`src/rtl/pgchk_pkg.sv`:
```
package pgchk_pkg;
  // Entry flag positions
  localparam int unsigned FLG_V = 0;
  localparam int unsigned FLG_R = 1;
  localparam int unsigned FLG_W = 2;
  localparam int unsigned FLG_X = 3;
  localparam int unsigned FLG_U = 4;

  typedef enum logic [1:0] {
    ACC_FETCH = 2'd0,
    ACC_LOAD  = 2'd1,
    ACC_STORE = 2'd2,
    ACC_STALT = 2'd3
  } acc_kind_e;

  localparam logic [3:0] CAUSE_IPF = 4'd12;
  localparam logic [3:0] CAUSE_LPF = 4'd13;
  localparam logic [3:0] CAUSE_SPF = 4'd15;
endpackage

```
`src/rtl/pgchk_perm.sv`:
```
// Required-permission check: execute for fetch, read (or execute under mxr) for load, write for store.
module pgchk_perm
  import pgchk_pkg::*;
(
  input  logic [1:0] kind,
  input  logic       mxr,
  input  logic       f_r,
  input  logic       f_w,
  input  logic       f_x,
  output logic       ok
);
  always_comb begin
    unique case (acc_kind_e'(kind))
      ACC_FETCH: ok = f_x;
      ACC_LOAD:  ok = f_r | (mxr & f_x);
      default:   ok = f_w;
    endcase
  end
endmodule

```
`src/rtl/pgchk_priv.sv`:
```
// Privilege check against the user flag.
module pgchk_priv (
  input  logic sup,
  input  logic sum,
  input  logic f_u,
  output logic ok
);
  always_comb begin
    if (sup) ok = !f_u || sum;
    else     ok = f_u;
  end
endmodule

```
`src/rtl/pgchk_cause.sv`:
```
// Maps access kind to page-fault cause code.
module pgchk_cause
  import pgchk_pkg::*;
#(
  parameter int unsigned CAUSE_W = 4
) (
  input  logic [1:0]         kind,
  output logic [CAUSE_W-1:0] cause
);
  always_comb begin
    unique case (acc_kind_e'(kind))
      ACC_FETCH: cause = CAUSE_W'(CAUSE_IPF);
      ACC_LOAD:  cause = CAUSE_W'(CAUSE_LPF);
      default:   cause = CAUSE_W'(CAUSE_SPF);
    endcase
  end
endmodule

```
`src/rtl/page_perm_check.sv`:
```
module page_perm_check
  import pgchk_pkg::*;
#(
  parameter int unsigned VA_W    = 32,
  parameter int unsigned PTE_W   = 10,
  parameter int unsigned CAUSE_W = 4
) (
  input  logic               clk,
  input  logic               rst,
  input  logic               req_valid,
  input  logic [VA_W-1:0]    req_vaddr,
  input  logic [1:0]         req_kind,
  input  logic               req_sup,
  input  logic               mxr,
  input  logic               sum,
  input  logic               pte_hit,
  input  logic [PTE_W-1:0]   pte,
  output logic               rsp_valid,
  output logic               rsp_allow,
  output logic               rsp_fault,
  output logic [CAUSE_W-1:0] rsp_cause,
  output logic [VA_W-1:0]    rsp_tval
);
  localparam int unsigned MIN_PTE_W = FLG_U + 1;

  if (PTE_W < MIN_PTE_W) begin : g_bad_width
    initial $error("PTE_W too small for flag set");
  end

  logic perm_ok, priv_ok, grant;
  logic [CAUSE_W-1:0] cause_c;

  pgchk_perm u_perm (
    .kind (req_kind),
    .mxr  (mxr),
    .f_r  (pte[FLG_R]),
    .f_w  (pte[FLG_W]),
    .f_x  (pte[FLG_X]),
    .ok   (perm_ok)
  );

  pgchk_priv u_priv (
    .sup (req_sup),
    .sum (sum),
    .f_u (pte[FLG_U]),
    .ok  (priv_ok)
  );

  pgchk_cause #(.CAUSE_W(CAUSE_W)) u_cause (
    .kind  (req_kind),
    .cause (cause_c)
  );

  assign grant = pte_hit && pte[FLG_V] && perm_ok && priv_ok;

  always_ff @(posedge clk) begin
    if (rst) begin
      rsp_valid <= 1'b0;
      rsp_allow <= 1'b0;
      rsp_fault <= 1'b0;
      rsp_cause <= '0;
      rsp_tval  <= '0;
    end else begin
      rsp_valid <= req_valid;
      rsp_allow <= req_valid && grant;
      rsp_fault <= req_valid && !grant;
      rsp_cause <= (req_valid && !grant) ? cause_c : '0;
      rsp_tval  <= (req_valid && !grant) ? req_vaddr : '0;
    end
  end

  // History qualifier so that $past never reaches into reset
  logic hist_ok;
  always_ff @(posedge clk) begin
    if (rst) hist_ok <= 1'b0;
    else     hist_ok <= 1'b1;
  end


  exclusive_chk: assert property (@(posedge clk) disable iff (rst)
    !(rsp_allow && rsp_fault));


  one_answer_chk: assert property (@(posedge clk) disable iff (rst)
    rsp_valid |-> $countones({rsp_allow, rsp_fault}) == 1);


  latency_chk: assert property (@(posedge clk) disable iff (rst || !hist_ok)
    rsp_valid == $past(req_valid));


  nomap_chk: assert property (@(posedge clk) disable iff (rst)
    (req_valid && !pte_hit) |=> rsp_fault);


  invalid_chk: assert property (@(posedge clk) disable iff (rst)
    (req_valid && pte_hit && !pte[FLG_V]) |=> rsp_fault);


  tval_chk: assert property (@(posedge clk) disable iff (rst || !hist_ok)
    rsp_fault |-> rsp_tval == $past(req_vaddr));


  fetch_cause_chk: assert property (@(posedge clk) disable iff (rst)
    (req_valid && req_kind == 2'd0) |=> (!rsp_fault || rsp_cause == CAUSE_W'(12)));
endmodule

```
`config.mk`:
```
export PLATFORM = sky130hd
export DESIGN_NAME = page_perm_check
export DESIGN_NICKNAME = d
export VERILOG_FILES = /design/src/rtl/pgchk_pkg.sv /design/src/rtl/pgchk_perm.sv /design/src/rtl/pgchk_priv.sv /design/src/rtl/pgchk_cause.sv /design/src/rtl/page_perm_check.sv
export SDC_FILE = /design/constraint.sdc
export NUM_CORES = 1
export LEC_CHECK = 0
export ABC_AREA = 1
export BUFFER_PORTS_ARGS = -buffer_cell sky130_fd_sc_hd__buf_2
export CAP_MARGIN = 0
export CORE_ASPECT_RATIO = 1.2
export CORE_MARGIN = 2
export CORE_UTILIZATION = 41
export DETAILED_ROUTE_END_ITERATION = 16
export PLACE_DENSITY = 0.78
export SLEW_MARGIN = 20
export SYNTH_ARGS = -nofsm -noshare
export SYNTH_HDL_FRONTEND = slang
export SYNTH_SLANG_ARGS = --single-unit
```
`constraint.sdc`:
```
create_clock -name clk -period 1.95 [get_ports clk]
set_input_delay 0.195 -clock clk [delete_from_list [all_inputs] [get_ports clk]]
set_output_delay 0.195 -clock clk [all_outputs]
set_load 0.03 [all_outputs]
```
==> results.toml <==
[outcome]
status = "completed"

[timing]
fin_setup_tns_ps = 0
post-route-worst-setup-slack_ps = 895
period_needed_ps = 1050
finalCritPeriodShare = 0.541
worst_pin_slew_ps = 392
hold_viol_final = 0
setup_violations = 0
fmax_ghz = 0.948
drv_slew = 0
slew_headroom = 0.738
rsz0062_at_grt = "no"

[cells_and_area]
syn_to_final_growth_pct = 39.8
layout-drive-gt1-share = 0.457
final_cell_area_um2 = 1660
fillers = 273
nets = 271
n_antenna_cell = 0

[logic_synthesis]
ys_warn_count = 0
mappedNetlistArea_um2 = 1190
syn_inst = 133
yosysSeqAreaShare = 0.641
synth_seq_cells = 38
yosys.area.top_type_share = 0.641
yosysTopAreaCell = "dfxtp_1"
yosys-top-cells-area = "dfxtp_1 (64%), inv_1 (13%), nor2_1 (10%)"
syn-mean-instance-area_um2 = 8.93
synth_nets = 184
ys_types = 11

[critical_path]
start_kind = "flop"
worstPathMaxFanout = 2
cp_top_family = "flip-flops"
crit_chain = "buf_2"
worstSetupEndpoint = "rsp_cause[2]"
cp_num_buf_inv = 1
crit_arrival_ps = 860
criticalPathCategory = "reg -> out"
cp-end-kind = "primary output"
cpPeakStageDelay_ps = 340
cpMaxStageDelayCell = "dfxtp_1"
cp_num_cells = 1
worstPathRequired_ps = 1750
cp-startpoint = "rsp_cause[2]"

[cts]
ctsResizeCount = 0
cts_buffer_depth = 2
cts.sinks = 38
cts_made_buffers = 5
cts_setup_buffers = 0
clk_pin_slew_ps = 100
root_buffer = "clkbuf_4"
h-tree-depth = 2
cts_tree = "built"
postCtsHoldBufs = 0

[worst_hold_path]
whs_path_depth = 2
hp-class = "in -> reg"

[floorplanning]
initial_core_util = 0.426
core_area_um2 = 2790
num_rows = 21
die_y_um = 63.0
ioPinCount = 90
dieWidth_um = 53.1
die_area_um2 = 3340

[global_routing]
overflow = 0
grt_pass1_vias = 925
antenna_found_initial = 0
grt_max_degree = 37
grt_pass1_wl_mm = 3.47
grt_usage = 0.143

[run]
drv_cap = 0

[power_and_ir_drop]
p_per_area_nw_per_um2 = 856
leakagePower_nw = 1.06
swShare = 0.257
p_int_mw = 1.06
seqPwrFrac = 0.574
p_clk_frac = 0.283
ir_drop_mv = 0.476
combPwrFrac = 0.143
switchingPower_mw = 0.366

[detailed_routing]
drtPass1Iterations = 4
drcViolationCount = 0
wl_per_cell_um = 8.44
vias = 1018
vias_per_cell = 3.99
drtIter0Drc = 2
wirelength_mm = 2.15
drtAntennaViolNets = 0

[placement]
post-place-ws_ps = 742
detailed_place_hpwl_mm = 1.72
place_area_um2 = 1600
portBuffers = 84
gp_congestion = 0.668
==> cell type report <==
class / count / area [um2] / share of cell area
clock buffers: 7 / 55.1 / 0.0332
clock inverters: 1 / 5.00 / 0.00301
inverters: 41 / 154 / 0.0927
multi-input cells: 50 / 223 / 0.134
flip-flops and latches: 38 / 761 / 0.458
well taps: 34 / 42.5 / 0.0256
repair buffers: 84 / 420 / 0.253
==> how the worst min path moves through the flow <==
stage               start  slack, ps        end
floorplan             rst        290  rsp_valid
global placement      rst        390  rsp_valid
detailed placement    rst        400  rsp_valid
CTS                   rst         40  rsp_valid
global route          rst         30  rsp_valid
finish                rst         50  rsp_valid
==> cells by family after synthesis <==
kind of cell,count (synthesis),share of synthesized area
compound gates,1,0.00421
buf+inv,45,0.172
flops,38,0.641
simple gates,49,0.183
==> placed cells by master, fill, tap and decap left out <==
cell type | netlist | layout
clkbuf_1 | 0 | 1
clkbuf_4 | 0 | 5
nand2_1 | 7 | 7
nor2_2 | 8 | 8
a21oi_1 | 1 | 1
nor2_1 | 32 | 32
buf_2 | 0 | 84
nand2_4 | 1 | 1
nand3_2 | 1 | 1
inv_1 | 41 | 41
dfxtp_1 | 38 | 38
clkbuf_8 | 0 | 1
clkinv_2 | 0 | 1
==> stage by stage <==
stage                     hold WS (ps)  power, mW  instances   util
after detailed placement           398       1.04        247  0.575
after floorplan                    289      0.967        133      -
after global routing              30.0       1.50        255  0.596
final                             48.8       1.42        255  0.596
after global placement             388       1.04        247  0.575
after CTS                         35.6       1.45        255  0.596
==> state kept, by name (all words and copies together), names as in the netlist <==
register and cells:
rsp_tval 32, rsp_cause 3, rsp_allow 1, rsp_fault 1
rsp_valid 1
==> per-layer routing <==
layer | up-vias | wire [um] | global-route usage
li1 | 532 | - | -
met1 | 430 | 712 | 0.110
met2 | 49 | 1140 | 0.263
met3 | 7 | 250 | 0.0813
met4 | 0 | 50 | 0.0769
met5 | - | 0 | 0
==> Yosys cell counts <==
cell     instances
nand2_1          7
buf_12           1
nor2_2           8
inv_1           41
nor2_1          32
buf_6            2
nand3_2          1
buf_4            1
dfxtp_1         38
a21oi_1          1
nand2_4          1
==> power groups by stage <==
stage / clock network, mW / registers (mW) / logic (mW)
after global routing: 0.459 / 0.820 / 0.222
final: 0.403 / 0.816 / 0.203
after CTS: 0.426 / 0.817 / 0.207
after detailed placement: 0 / 0.835 / 0.206
after floorplan: 0 / 0.905 / 0.0622
after global placement: 0 / 0.833 / 0.203
(Power assumes the default switching activity.)
